`src/rtl/qd_pkg.sv`:
```
package qd_pkg;
  localparam int NSTAT    = 5;
  localparam int ST_ROLL  = 0;
  localparam int ST_IDX   = 1;
  localparam int ST_DIR   = 2;
  localparam int ST_PHASE = 3;
  localparam int ST_START = 4;

  typedef enum logic [3:0] {
    A_MODE = 4'd0,
    A_TOP  = 4'd1,
    A_CMP  = 4'd2,
    A_MSET = 4'd3,
    A_MCLR = 4'd4,
    A_MASK = 4'd5,
    A_STAT = 4'd6,
    A_SCLR = 4'd7,
    A_CAP  = 4'd8,
    A_POS  = 4'd9,
    A_REV  = 4'd10
  } reg_addr_e;
endpackage

```
`src/rtl/qd_phase.sv`:
```
module qd_phase (
  input  logic       clk,
  input  logic       rst_n,
  input  logic [1:0] ph_i,
  output logic       step_o,
  output logic       up_o,
  output logic       bad_o
);
  logic [1:0] prev_q;

  function automatic logic [1:0] gray_pos(input logic [1:0] g);
    return {g[1], g[1] ^ g[0]};
  endfunction

  logic [1:0] delta;
  assign delta  = gray_pos(ph_i) - gray_pos(prev_q);
  assign step_o = delta[0];
  assign up_o   = (delta == 2'd1);
  assign bad_o  = (delta == 2'd2);

  always_ff @(posedge clk or negedge rst_n) begin
    if (!rst_n) prev_q <= 2'b00;
    else        prev_q <= ph_i;
  end
endmodule

```
`src/rtl/qd_counter.sv`:
```
module qd_counter #(
  parameter int PW = 16,
  parameter int RW = 4
) (
  input  logic          clk,
  input  logic          rst_n,
  input  logic          run_i,
  input  logic          start_i,
  input  logic          step_i,
  input  logic          up_i,
  input  logic          dir_i,
  input  logic          idx_i,
  input  logic          cap_i,
  input  logic [PW-1:0] top_i,
  input  logic [PW-1:0] cmp_i,
  output logic [PW-1:0] pos_o,
  output logic [RW-1:0] rev_o,
  output logic [PW-1:0] cap_o,
  output logic          roll_ev_o,
  output logic          idx_ev_o,
  output logic          cmp_ev_o
);
  localparam logic [RW-1:0] REV_MAX = {RW{1'b1}};
  localparam logic [PW-1:0] ONE     = PW'(1);

  logic          idx_q;
  logic [PW-1:0] pos_nxt;
  logic [RW-1:0] rev_nxt;
  logic          wrap;

  always_comb begin
    pos_nxt = pos_o;
    rev_nxt = rev_o;
    wrap    = 1'b0;
    if (up_i) begin
      if (pos_o == top_i) begin
        pos_nxt = '0;
        rev_nxt = rev_o + 1'b1;
        wrap    = 1'b1;
      end else begin
        pos_nxt = pos_o + ONE;
      end
    end else begin
      if (pos_o == '0) begin
        pos_nxt = top_i;
        rev_nxt = rev_o - 1'b1;
        wrap    = 1'b1;
      end else begin
        pos_nxt = pos_o - ONE;
      end
    end
  end

  assign roll_ev_o = step_i && !start_i && wrap &&
                     (up_i ? (rev_o == REV_MAX) : (rev_o == '0));
  assign idx_ev_o  = run_i && idx_i && !idx_q &&
                     (pos_o != (dir_i ? top_i : ONE));

  always_ff @(posedge clk or negedge rst_n) begin
    if (!rst_n) begin
      pos_o    <= '0;
      rev_o    <= '0;
      cap_o    <= '0;
      idx_q    <= 1'b0;
      cmp_ev_o <= 1'b0;
    end else begin
      idx_q    <= idx_i;
      cmp_ev_o <= 1'b0;
      if (cap_i) cap_o <= pos_o;
      if (start_i) begin
        pos_o <= '0;
        rev_o <= '0;
      end else if (step_i) begin
        pos_o    <= pos_nxt;
        rev_o    <= rev_nxt;
        cmp_ev_o <= (pos_nxt == cmp_i);
      end
    end
  end

  p_capture_copy_r7: assert property (@(posedge clk) disable iff (!rst_n)
    cap_i |=> cap_o == $past(pos_o));
  p_start_clears_r6: assert property (@(posedge clk) disable iff (!rst_n)
    start_i |=> (pos_o == '0) && (rev_o == '0));
endmodule

```
`src/rtl/qd_irq.sv`:
```
module qd_irq
  import qd_pkg::*;
#(
  parameter int DW = 16
) (
  input  logic             clk,
  input  logic             rst_n,
  input  logic             wr_en,
  input  logic [3:0]       wr_addr,
  input  logic [DW-1:0]    wr_data,
  input  logic [NSTAT-1:0] ev_i,
  output logic [NSTAT-1:0] mask_o,
  output logic [NSTAT-1:0] stat_o,
  output logic             irq_o
);
  logic [NSTAT-1:0] wbits, set_m, clr_m, clr_s;
  assign wbits = wr_data[NSTAT-1:0];
  assign set_m = (wr_en && wr_addr == A_MSET) ? wbits : '0;
  assign clr_m = (wr_en && wr_addr == A_MCLR) ? wbits : '0;
  assign clr_s = (wr_en && wr_addr == A_SCLR) ? wbits : '0;

  always_ff @(posedge clk or negedge rst_n) begin
    if (!rst_n) begin
      mask_o <= '0;
      stat_o <= '0;
      irq_o  <= 1'b0;
    end else begin
      mask_o <= (mask_o | set_m) & ~clr_m;
      stat_o <= (stat_o & ~clr_s) | ev_i;
      irq_o  <= |(((stat_o & ~clr_s) | ev_i) & ((mask_o | set_m) & ~clr_m));
    end
  end

  p_mask_set_r10: assert property (@(posedge clk) disable iff (!rst_n)
    (set_m != '0) |=> ((mask_o & $past(set_m)) == $past(set_m)));
  p_mask_clr_r10: assert property (@(posedge clk) disable iff (!rst_n)
    (clr_m != '0) |=> ((mask_o & $past(clr_m)) == '0));
  p_sticky_r11: assert property (@(posedge clk) disable iff (!rst_n)
    (clr_s == '0) |=> ((stat_o & $past(stat_o)) == $past(stat_o)));
  p_event_wins_r11: assert property (@(posedge clk) disable iff (!rst_n)
    (ev_i != '0) |=> ((stat_o & $past(ev_i)) == $past(ev_i)));
endmodule

```
`src/rtl/quad_pos_decoder.sv`:
```
module quad_pos_decoder
  import qd_pkg::*;
#(
  parameter int DW = 16,
  parameter int RW = 4
) (
  input  logic          clk,
  input  logic          rst_n,
  input  logic          qa,
  input  logic          qb,
  input  logic          qidx,
  input  logic          ev_start,
  input  logic          ev_capture,
  input  logic          ev_toggle,
  output logic          cmp_evt,
  input  logic          wr_en,
  input  logic [3:0]    wr_addr,
  input  logic [DW-1:0] wr_data,
  input  logic [3:0]    rd_addr,
  output logic [DW-1:0] rd_data,
  output logic          irq
);
  logic [1:0]    mode_q;
  logic [DW-1:0] top_q, cmpv_q;
  logic          run_q, dir_q;
  logic          ph_step, ph_up, ph_bad;
  logic          tmode, tog_ok;
  logic          cnt_step, cnt_up;
  logic          perr_ev, dir_ev, roll_ev, idx_ev;
  logic [DW-1:0] pos, cap;
  logic [RW-1:0] rev;
  logic [NSTAT-1:0] ev_vec, mask, stat;

  assign tmode  = mode_q[0];
  assign tog_ok = mode_q[1];

  qd_phase u_phase (
    .clk(clk), .rst_n(rst_n), .ph_i({qa, qb}),
    .step_o(ph_step), .up_o(ph_up), .bad_o(ph_bad)
  );

  assign cnt_step = run_q && (tmode || ph_step);
  assign cnt_up   = tmode ? dir_q : ph_up;
  assign perr_ev  = run_q && !tmode && ph_bad;
  assign dir_ev   = tmode ? (ev_toggle && tog_ok)
                          : (run_q && ph_step && (ph_up != dir_q));

  always_ff @(posedge clk or negedge rst_n) begin
    if (!rst_n) begin
      mode_q <= '0;
      top_q  <= '1;
      cmpv_q <= '0;
      run_q  <= 1'b0;
      dir_q  <= 1'b1;
    end else begin
      if (wr_en && wr_addr == A_MODE) mode_q <= wr_data[1:0];
      if (wr_en && wr_addr == A_TOP)  top_q  <= wr_data;
      if (wr_en && wr_addr == A_CMP)  cmpv_q <= wr_data;
      if (ev_start) run_q <= 1'b1;
      if (dir_ev) dir_q <= ~dir_q;
    end
  end

  qd_counter #(.PW(DW), .RW(RW)) u_count (
    .clk(clk), .rst_n(rst_n), .run_i(run_q), .start_i(ev_start),
    .step_i(cnt_step), .up_i(cnt_up), .dir_i(dir_q), .idx_i(qidx),
    .cap_i(ev_capture), .top_i(top_q), .cmp_i(cmpv_q),
    .pos_o(pos), .rev_o(rev), .cap_o(cap),
    .roll_ev_o(roll_ev), .idx_ev_o(idx_ev), .cmp_ev_o(cmp_evt)
  );

  always_comb begin
    ev_vec           = '0;
    ev_vec[ST_ROLL]  = roll_ev;
    ev_vec[ST_IDX]   = idx_ev;
    ev_vec[ST_DIR]   = dir_ev;
    ev_vec[ST_PHASE] = perr_ev;
    ev_vec[ST_START] = ev_start;
  end

  qd_irq #(.DW(DW)) u_irq (
    .clk(clk), .rst_n(rst_n), .wr_en(wr_en), .wr_addr(wr_addr),
    .wr_data(wr_data), .ev_i(ev_vec), .mask_o(mask), .stat_o(stat),
    .irq_o(irq)
  );

  always_comb begin
    case (rd_addr)
      A_MODE:  rd_data = DW'(mode_q);
      A_TOP:   rd_data = top_q;
      A_CMP:   rd_data = cmpv_q;
      A_MASK:  rd_data = DW'(mask);
      A_STAT:  rd_data = DW'(stat);
      A_CAP:   rd_data = cap;
      A_POS:   rd_data = pos;
      A_REV:   rd_data = DW'(rev);
      default: rd_data = '0;
    endcase
  end

  p_bad_jump_r2: assert property (@(posedge clk) disable iff (!rst_n)
    perr_ev |=> stat[ST_PHASE]);
  p_index_flag_r4: assert property (@(posedge clk) disable iff (!rst_n)
    idx_ev |=> stat[ST_IDX]);
  p_toggle_ignored_r8: assert property (@(posedge clk) disable iff (!rst_n)
    (tmode && !tog_ok) |=> (dir_q == $past(dir_q)));
  p_irq_follows_r12: assert property (@(posedge clk) disable iff (!rst_n)
    irq |-> ((stat & mask) != '0));
endmodule

```
`config.mk`:
```
export PLATFORM = sky130hd
export DESIGN_NAME = quad_pos_decoder
export DESIGN_NICKNAME = d
export VERILOG_FILES = /design/src/rtl/qd_pkg.sv /design/src/rtl/qd_phase.sv /design/src/rtl/qd_counter.sv /design/src/rtl/qd_irq.sv /design/src/rtl/quad_pos_decoder.sv
export SDC_FILE = /design/constraint.sdc
export NUM_CORES = 1
export LEC_CHECK = 0
export ABC_AREA = 1
export BUFFER_PORTS_ARGS = -buffer_cell sky130_fd_sc_hd__buf_4
export CORE_MARGIN = 3
export CORE_UTILIZATION = 55
export DETAILED_ROUTE_END_ITERATION = 16
export GPL_TIMING_DRIVEN = 0
export PLACE_DENSITY = 0.74
export SLEW_MARGIN = 20
export SYNTH_ARGS = -nofsm -noshare
export SYNTH_HDL_FRONTEND = slang
export SYNTH_SLANG_ARGS = --single-unit
```
`constraint.sdc`:
```
create_clock -name clk -period 2.5 [get_ports clk]
set_clock_uncertainty 0.05 [all_clocks]
set_input_delay 0.5 -clock clk [delete_from_list [all_inputs] [get_ports clk]]
set_output_delay 0.5 -clock clk [all_outputs]
set_load 0.1 [all_outputs]
```
# Yosys cells after proc, flatten, opt, wreduce, memory -nomap -nowiden
# Index checks and enable logic that the tools add are counted.
# totals
register_bits	87
output_inout_bits	18
# classes
n_reduce_logical	30
addsub	5
eq_ne	20
muxes	23
bitwise_logic	10
# ops
operator	count
16-bit one-hot mux with 8 select lines	1
16-bit 2-to-1 mux	6
16-bit == test	2
4-bit 2-to-1 mux	5
1-bit logical AND	18
16-bit by 1-bit adder with 16-bit output, second input constant	1
4-bit by 3-bit == test with 1-bit output, second input constant	4
4-bit == test, second input constant	4
16-bit logical NOT	1
16-bit != test	1
16-bit by 1-bit subtractor with 16-bit output, second input constant	1
5-bit AND	3
5-bit 2-to-1 mux	3
4-bit by 2-bit == test with 1-bit output, second input constant	3
4-bit logical NOT	3
5-bit NOT	2
5-bit bitwise OR	2
4-bit by 1-bit == test with 1-bit output, second input constant	2
1-bit 2-to-1 mux	8
5-bit OR reduction	1
4-bit by 1-bit adder with 4-bit output, second input constant	1
4-bit by 1-bit subtractor with 4-bit output, second input constant	1
1-bit logical NOT	3
3-bit != test, second input constant	1
10 further kinds	11

# Depth between registers and ports, before layout
# Gate-level depths: netlist (run 1).
# depth
word_depth	10
ltp_mapped	18
mapped_depth_nobuf	17

# Modules after synthesis
# A second synthesis (run 1) with hierarchy kept.
# unflattened
cells_unflattened	934
hier_area_um2	6209.7
# by_module_without_submodules
mod	cells_per_inst	area_each_um2	seq_area_each_um2	instances
qd_counter	537	3348.2	950.9	1
quad_pos_decoder	305	2138.3	922.1	1
qd_irq	75	588.1	275.3	1
qd_phase	17	135.1	50.0	1

# Worst setup path before layout (run 1)
# OpenSTA, ideal clock, no wires.
# synth_path
path_kind	input -> output
start	input rd_addr[0]
end	output rd_data[2]
cell_stages	4
arrival_ns	2.493
path_buffers	0
setup_slack_ns	-0.543
cell_sequence	inv_1 nor2_1 nand2_1 o2111ai_1
# synth_via
elab_chain_len	2
elab_cells_between_ends	9
# synth_rtl
element	line	source
start, declared	quad_pos_decoder.sv:19	input logic [3:0] rd_addr,
4-bit == test (tied with other cells)	quad_pos_decoder.sv:88	case (rd_addr)
16-bit one-hot mux with 8 select lines (*)	quad_pos_decoder.sv:88	
end, declared	quad_pos_decoder.sv:20	output logic [DW-1:0] rd_data,
# Every way passes the cells marked *; elsewhere a longest branch is shown, timed or not.

# Worst setup path in the final report (run 1)
# layout_path
start	input rd_addr[1]
end	output rd_data[7]
# Same word-level chain as after synthesis.

==> results.txt, run 1 <==
Post-Syn Nets - 937
Die ar. - 12530 um^2
RSZ-0062 raised after global routing - yes
number of flops mapped to enable cells by yosys - 0
CTS Buf Count - 9
status - complete, no violations
Crit. Startpoint - rd_addr[1]
Worst VDD drop - 0.6524 mV
post-route insts no fill - 1111
worst skew pair latency - 0.38 ns
nets@finish - 1006
number of max-cap violations - 0
initial antenna violation count - 0
hold_ws - 0.1105 ns
Pint - 4.636 mW
Yosys top cell area share - 0.2837
worst path cell trace - buf_4, nor2_1, nand2_1, clkbuf_2, o22ai_1, a221o_2, buf_6
Area after DPL - 6780 um^2
CP max stage delay - 0.26 ns
Final Hold Viols - 0
slowest CP cell - clkbuf_2
Final min period - 2.458 ns
Cell variety after synth - 46
Mapped Cells - 897
Pleak - 3.484 nW
worst path bufs/invs - 3
switch share - 0.5217
Syn-to-layout area delta - 17.45%
Comb power frac - 0.658
Tot GR Track Use - 0.3406
FMAX - 406.9 MHz
clk buf depth - 2
Worst Tran Pin Value - 0.8119 ns
H-tree depth - 3
# rows - 38
Cells after DPL - 1087
clk slew on worst S/H paths - 0.10 ns
share of cells above drive strength 1 - 0.1916
total number of vias - 6619
DRC violations left - 0
Detailed Place HPWL - 16190 um
Reg power frac - 0.227
Initial Utilization - 0.5670
crit start category - primary input
CP delay by family, top - buffers and inverters
Fin Setup TNS - 0 ns
final period utilization - 0.9831
Synth area leader - dfrtp_1
Post-synth top cells - nand2_1, inv_1, o21ai_0, nand3_1, nor2_1
CTS root buf - clkbuf_8
number of hold buffers added after cts - 0
drt wl/cell - 19.02 um
max-slew violation total from the final report - 0
Reg2Reg Launch Point - u_phase.prev_q[0]$_DFF_PN0_
CTS tree - yes
antenna-violating nets left - 0
sequential area share after synthesis - 0.3561
Net Switching - 5.058 mW
yosys warns - 0
Mean Syn Cell Area - 6.882 um^2
Min-Delay Path Class - in -> async
mapped cell area - 6173 um^2
largest net degree at the start of global routing - 88
DR pass1 iterations - 5
design area - 7251 um^2
antenna cells - 0
cell with the most instances after synthesis - nand2_1
ranking of synthesized cells by area - dfrtp_1, nand2_1, dfstp_2
Crit Path Class - in -> out
WP data arrival - 1.91 ns
worst-path fanout max - 10
core box area - 10890 um^2
total grt overflow - 0
die width - 111.9 um
ys async rst share - 1.000
I/O pin cnt - 51
Die H - 111.9 um
RePlAce Congestion - 0.9568
synthesis-stage register bit count - 87
WL final - 21130 um
clock power share - 0.115
RR Endpoint - u_count.cmp_ev_o$_DFF_PN0_
CP required - 1.95 ns
crit end category - output pin
Finish-stage setup viols - 0
worst reg2reg path depth - 17
# clock sinks - 87
Initial DRC Count - 951
P per Cell Area - 1337 nW/um^2
vias per inst - 5.958
most frequently used flop master after synthesis - dfrtp_1
vias in the first global route - 6276
# port buffers - 50
FF-to-FF setup slack - 0.08 ns
global-route wire length before repair - 33390 um
max_slew headroom - 0.4588
[sequential cells by signal, summed over array words and instances (netlist names), 2 cells and up]
name and cells:
u_irq.stat_o 5, top_q 16, u_count.pos_o 16, u_irq.mask_o 5, u_count.rev_o 4, u_count.cap_o 16, cmpv_q 16, mode_q 2
u_phase.prev_q 2
[power by group through the flow]
stage | clock network (mW) | logic (mW) | registers [mW]
after detailed placement | 0 | 5.90 | 2.20
after floorplan | 0 | 4.52 | 2.08
after CTS | 1.13 | 5.95 | 2.17
after global placement | 0 | 5.77 | 2.17
final | 1.12 | 6.37 | 2.20
after global routing | 1.19 | 7.03 | 2.24
[how the worst max path moves through the flow]
stage / endpoint / slack [ns] / depth (start not counted)
4_1_cts: u_count.rev_o[3]$_DFFE_PN0P_ / -0.007 / 12
2_1_floorplan: rd_data[2] / -0.38 / 4
3_5_place_dp: u_count.rev_o[3]$_DFFE_PN0P_ / -0.52 / 13
6_report: rd_data[7] / 0.04 / 7
3_3_place_gp: u_count.rev_o[3]$_DFFE_PN0P_ / -0.37 / 13
5_1_grt: u_count.cmp_ev_o$_DFF_PN0_ / -0.07 / 18
[placed cells by master (no fill, tap or decap), types with 21 or more instances in the layout]
cell type	n
a21oi_1	21
buf_4	48
buf_6	27
dfrtp_1	70
inv_1	87
nand2_1	282
nand3_1	74
nor2_1	65
o21ai_0	83
xor2_1	27
[through the flow]
step           total power, mW    util  worst slack [ns]
2_1_floorplan            6.596       -           -0.3757
3_3_place_gp             7.947  0.6227           -0.3681
3_5_place_dp             8.094  0.6227           -0.5171
4_1_cts                  9.248  0.6448         -0.006625
5_1_grt                  10.46  0.6659          -0.06952
6_report                 9.694  0.6659           0.04226
[kinds of logic (layout without fill, tap and decap cells)]
kind of cell             count (synthesis)  count (layout)  share of synthesized area
AND/OR/NAND/NOR                        479             479                     0.3381
AO/OA/AOI/OAI                          154             154                     0.1467
buffers and inverters                  141             215                     0.1026
flip-flops                              87              87                     0.3561
XOR/XNOR                                29              29                    0.04114
adder cells (fa/ha/maj)                  7               7                    0.01540
[metal layers]
| layer | up-vias | part of all wire | global-route usage |
|---|---|---|---|
| met4 | 0 | 0.030 | 0.1330 |
| met3 | 52 | 0.12 | 0.07011 |
| met1 | 3064 | 0.40 | 0.4839 |
| met5 | - | 0 | 0 |
| li1 | 3059 | - | - |
| met2 | 444 | 0.44 | 0.5140 |
[what timing repair did]
item | in CTS | in global routing
buffers inserted | 0 | 7
endpoints found under the setup margin | 15 | 22
endpoints found under the hold margin | 0 | 0
pin swaps | 1 | 9
gates cloned | 0 | 1
resized for setup | 9 | 39
[layout make-up]
| type | count | area [um^2] |
|---|---|---|
| repair buffers | 58 | 513.0 |
| clock buffers | 10 | 127.6 |
| plain buffers | 37 | 281.5 |
| fillers | 988 | 3637 |
| multi-input cells | 669 | 3461 |
| well taps | 140 | 175.2 |
| clock inverters | 6 | 91.34 |
| flip-flops and latches | 87 | 2198 |
| inverters | 104 | 402.9 |
Note: power is estimated with default switching activity, not from simulation.
==> run 2, diff against run 1 <==
--- a/config.mk
+++ b/config.mk
@@ -9,6 +9,7 @@
 export BUFFER_PORTS_ARGS = -buffer_cell sky130_fd_sc_hd__buf_4
 export CORE_MARGIN = 3
 export CORE_UTILIZATION = 55
+export CTS_CLUSTER_DIAMETER = 60
 export DETAILED_ROUTE_END_ITERATION = 16
 export GPL_TIMING_DRIVEN = 0
 export PLACE_DENSITY = 0.74
==> constraint.sdc (replaced) <==
create_clock -name clk -period 2.5 [get_ports clk]
set_clock_uncertainty 0.05 [all_clocks]
set_input_delay 0.5 -clock clk [delete_from_list [all_inputs] [get_ports clk]]
set_output_delay 0.5 -clock clk [all_outputs]
set_load 0.01 [all_outputs]
==> run 2 against run 1 <==
Net effect:
- via count decreased by 3.9%
- clock power is 5% lower
- sequential cell count unchanged
- critical path depth increased by 8
- global-route usage shrank 1.5 points
- non-clock buffer count is 3 lower
- combinational power is 5.5% lower
- die area did not move
- sequential power barely moved
- maximum frequency decreased by 1.2%
==> results.txt, run 2 (synthesized netlist as in run 1, its figures left out) <==
status - complete, no violations
core box area - 10890 um^2
die width - 111.9 um
clk buf depth - 2
crit end category - flop
initial antenna violation count - 0
Pwr Total - 9.264 mW
total number of vias - 6360
CTS Buf Count - 9
drt wl/cell - 18.07 um
H-tree depth - 3
RSZ-0062 raised after global routing - yes
WL final - 20020 um
CP required - 2.76 ns
Final WS setup - 0.01196 ns
most frequent CP cell - nand2_1
Worst Setup Slack post-DPL - -0.4661 ns
final period utilization - 0.9952
Worst VDD drop - 1.130 mV
final core utilization - 0.6493
crit start category - flop
Die ar. - 12530 um^2
Pleak - 3.432 nW
CP max stage delay - 0.54 ns
RePlAce Congestion - 1.015
Min-Delay Path Class - in -> async
largest net degree at the start of global routing - 88
CP delay by family, top - simple AND/OR/NAND/NOR gates
Worst Tran Pin Value - 0.7893 ns
global-route wire length before repair - 31770 um
number of max-cap violations - 0
Final Hold Viols - 0
# rows - 38
Die H - 111.9 um
Initial Utilization - 0.5670
vias per inst - 5.740
most common cell after layout, fill and taps aside - nand2_1
worst-path fanout max - 11
nets@finish - 1003
vias in the first global route - 5949
max-slew violation total from the final report - 0
antenna-violating nets left - 0
Initial DRC Count - 927
max_slew headroom - 0.4738
# clock sinks - 87
I/O pin cnt - 51
worst skew pair latency - 0.38 ns
WP data arrival - 2.75 ns
Crit Path Class - reg -> reg
Syn-to-layout area delta - 14.51%
P per Cell Area - 1310 nW/um^2
slowest CP cell - dfrtp_1
Final min period - 2.488 ns
multi-input logic area - 3392 um^2
share of cells above drive strength 1 - 0.1705
CTS tree - yes
clk slew on worst S/H paths - 0.09 ns
total grt overflow - 0
worst path cell trace - inv_4, ha_1, nand2_1, nor2_1, nand2_2, buf_6, buf_6, nand3_1, nand3_1, nand2_1, nand2_1, nand2_1, nor2_1, nand4_1, nor2_1
Detailed Place HPWL - 15140 um
DRC violations left - 0
register area - 2198 um^2
# port buffers - 50
Tot GR Track Use - 0.3254
CTS root buf - clkbuf_8
FILL cells - 1033
DR pass1 iterations - 6
worst path bufs/invs - 3
most frequent cells in the layout - nand2_1, inv_1, o21ai_0
antenna cells - 0
Finish-stage setup viols - 0
FMAX - 401.9 MHz
-- run 2: cell count changes in the layout (fill, tap and decap cells not counted), sizes merged --
cell    delta
buf        -1
inv        -1
bufinv     -1
-- run 2: power by group --
part	internal, mW	switching (mW)
Clock	0.521	0.541
Combinational	2.11	3.91
Sequential	1.83	0.355
Total	4.46	4.81
-- run 2: through the flow --
step,instance area (um^2),cells,TNS [ns],hold slack (ns)
2_1_floorplan,6173,897,0,0.1544
3_3_place_gp,6724,1087,-3.873,0.4537
3_5_place_dp,6724,1087,-3.834,0.4572
4_1_cts,6959,1104,0,0.1767
5_1_grt,7069,1108,-0.05996,0.1718
6_report,7069,1108,0,0.1140
-- run 2: path summary, 6_finish.rpt --
| path | from | endpoint | slack [ns] | cells after the start |
|---|---|---|---|---|
| min in group clk | qidx | u_count.idx_q$_DFF_PN0_ | 0.19 | 1 |
| min reg2reg | top_q[3]$_DFFE_PN1P_ | top_q[3]$_DFFE_PN1P_ | 0.47 | 2 |
| min | rst_n | u_count.rev_o[2]$_DFFE_PN0P_ | 0.11 | 1 |
| max in group asynchronous | rst_n | cmpv_q[10]$_DFFE_PN0P_ | 1.72 | 1 |
| max | u_count.pos_o[0]$_DFFE_PN0P_ | u_count.cmp_ev_o$_DFF_PN0_ | 0.01 | 15 |
| max reg2reg | u_count.pos_o[0]$_DFFE_PN0P_ | u_count.cmp_ev_o$_DFF_PN0_ | 0.01 | 15 |
-- run 2: cell type report --
class,count,share of cell area
buffer,37,0.03876
clock buffer,12,0.02195
clock inverter,4,0.007434
inverter,104,0.05558
multi-input combinational,669,0.4798
sequential,87,0.3110
tap,140,0.02478
timing repair buffer,55,0.06071
-- run 2: layer usage --
metal	wire (um)	GRT usage	vias up	share of wire
met2	8419	0.4700	372	0.42
met4	647	0.1226	0	0.032
met5	0	0	-	0
li1	-	-	3044	-
met3	2390	0.05707	49	0.12
met1	8567	0.4883	2895	0.43
-- run 2: what timing repair did --
action | CTS | global route
setup buffers | 1 | 4
setup endpoints to repair | 18 | 21
cloned | 0 | 0
pin swaps | 0 | 7
hold buffers | 0 | 0
gates resized for setup | 9 | 21
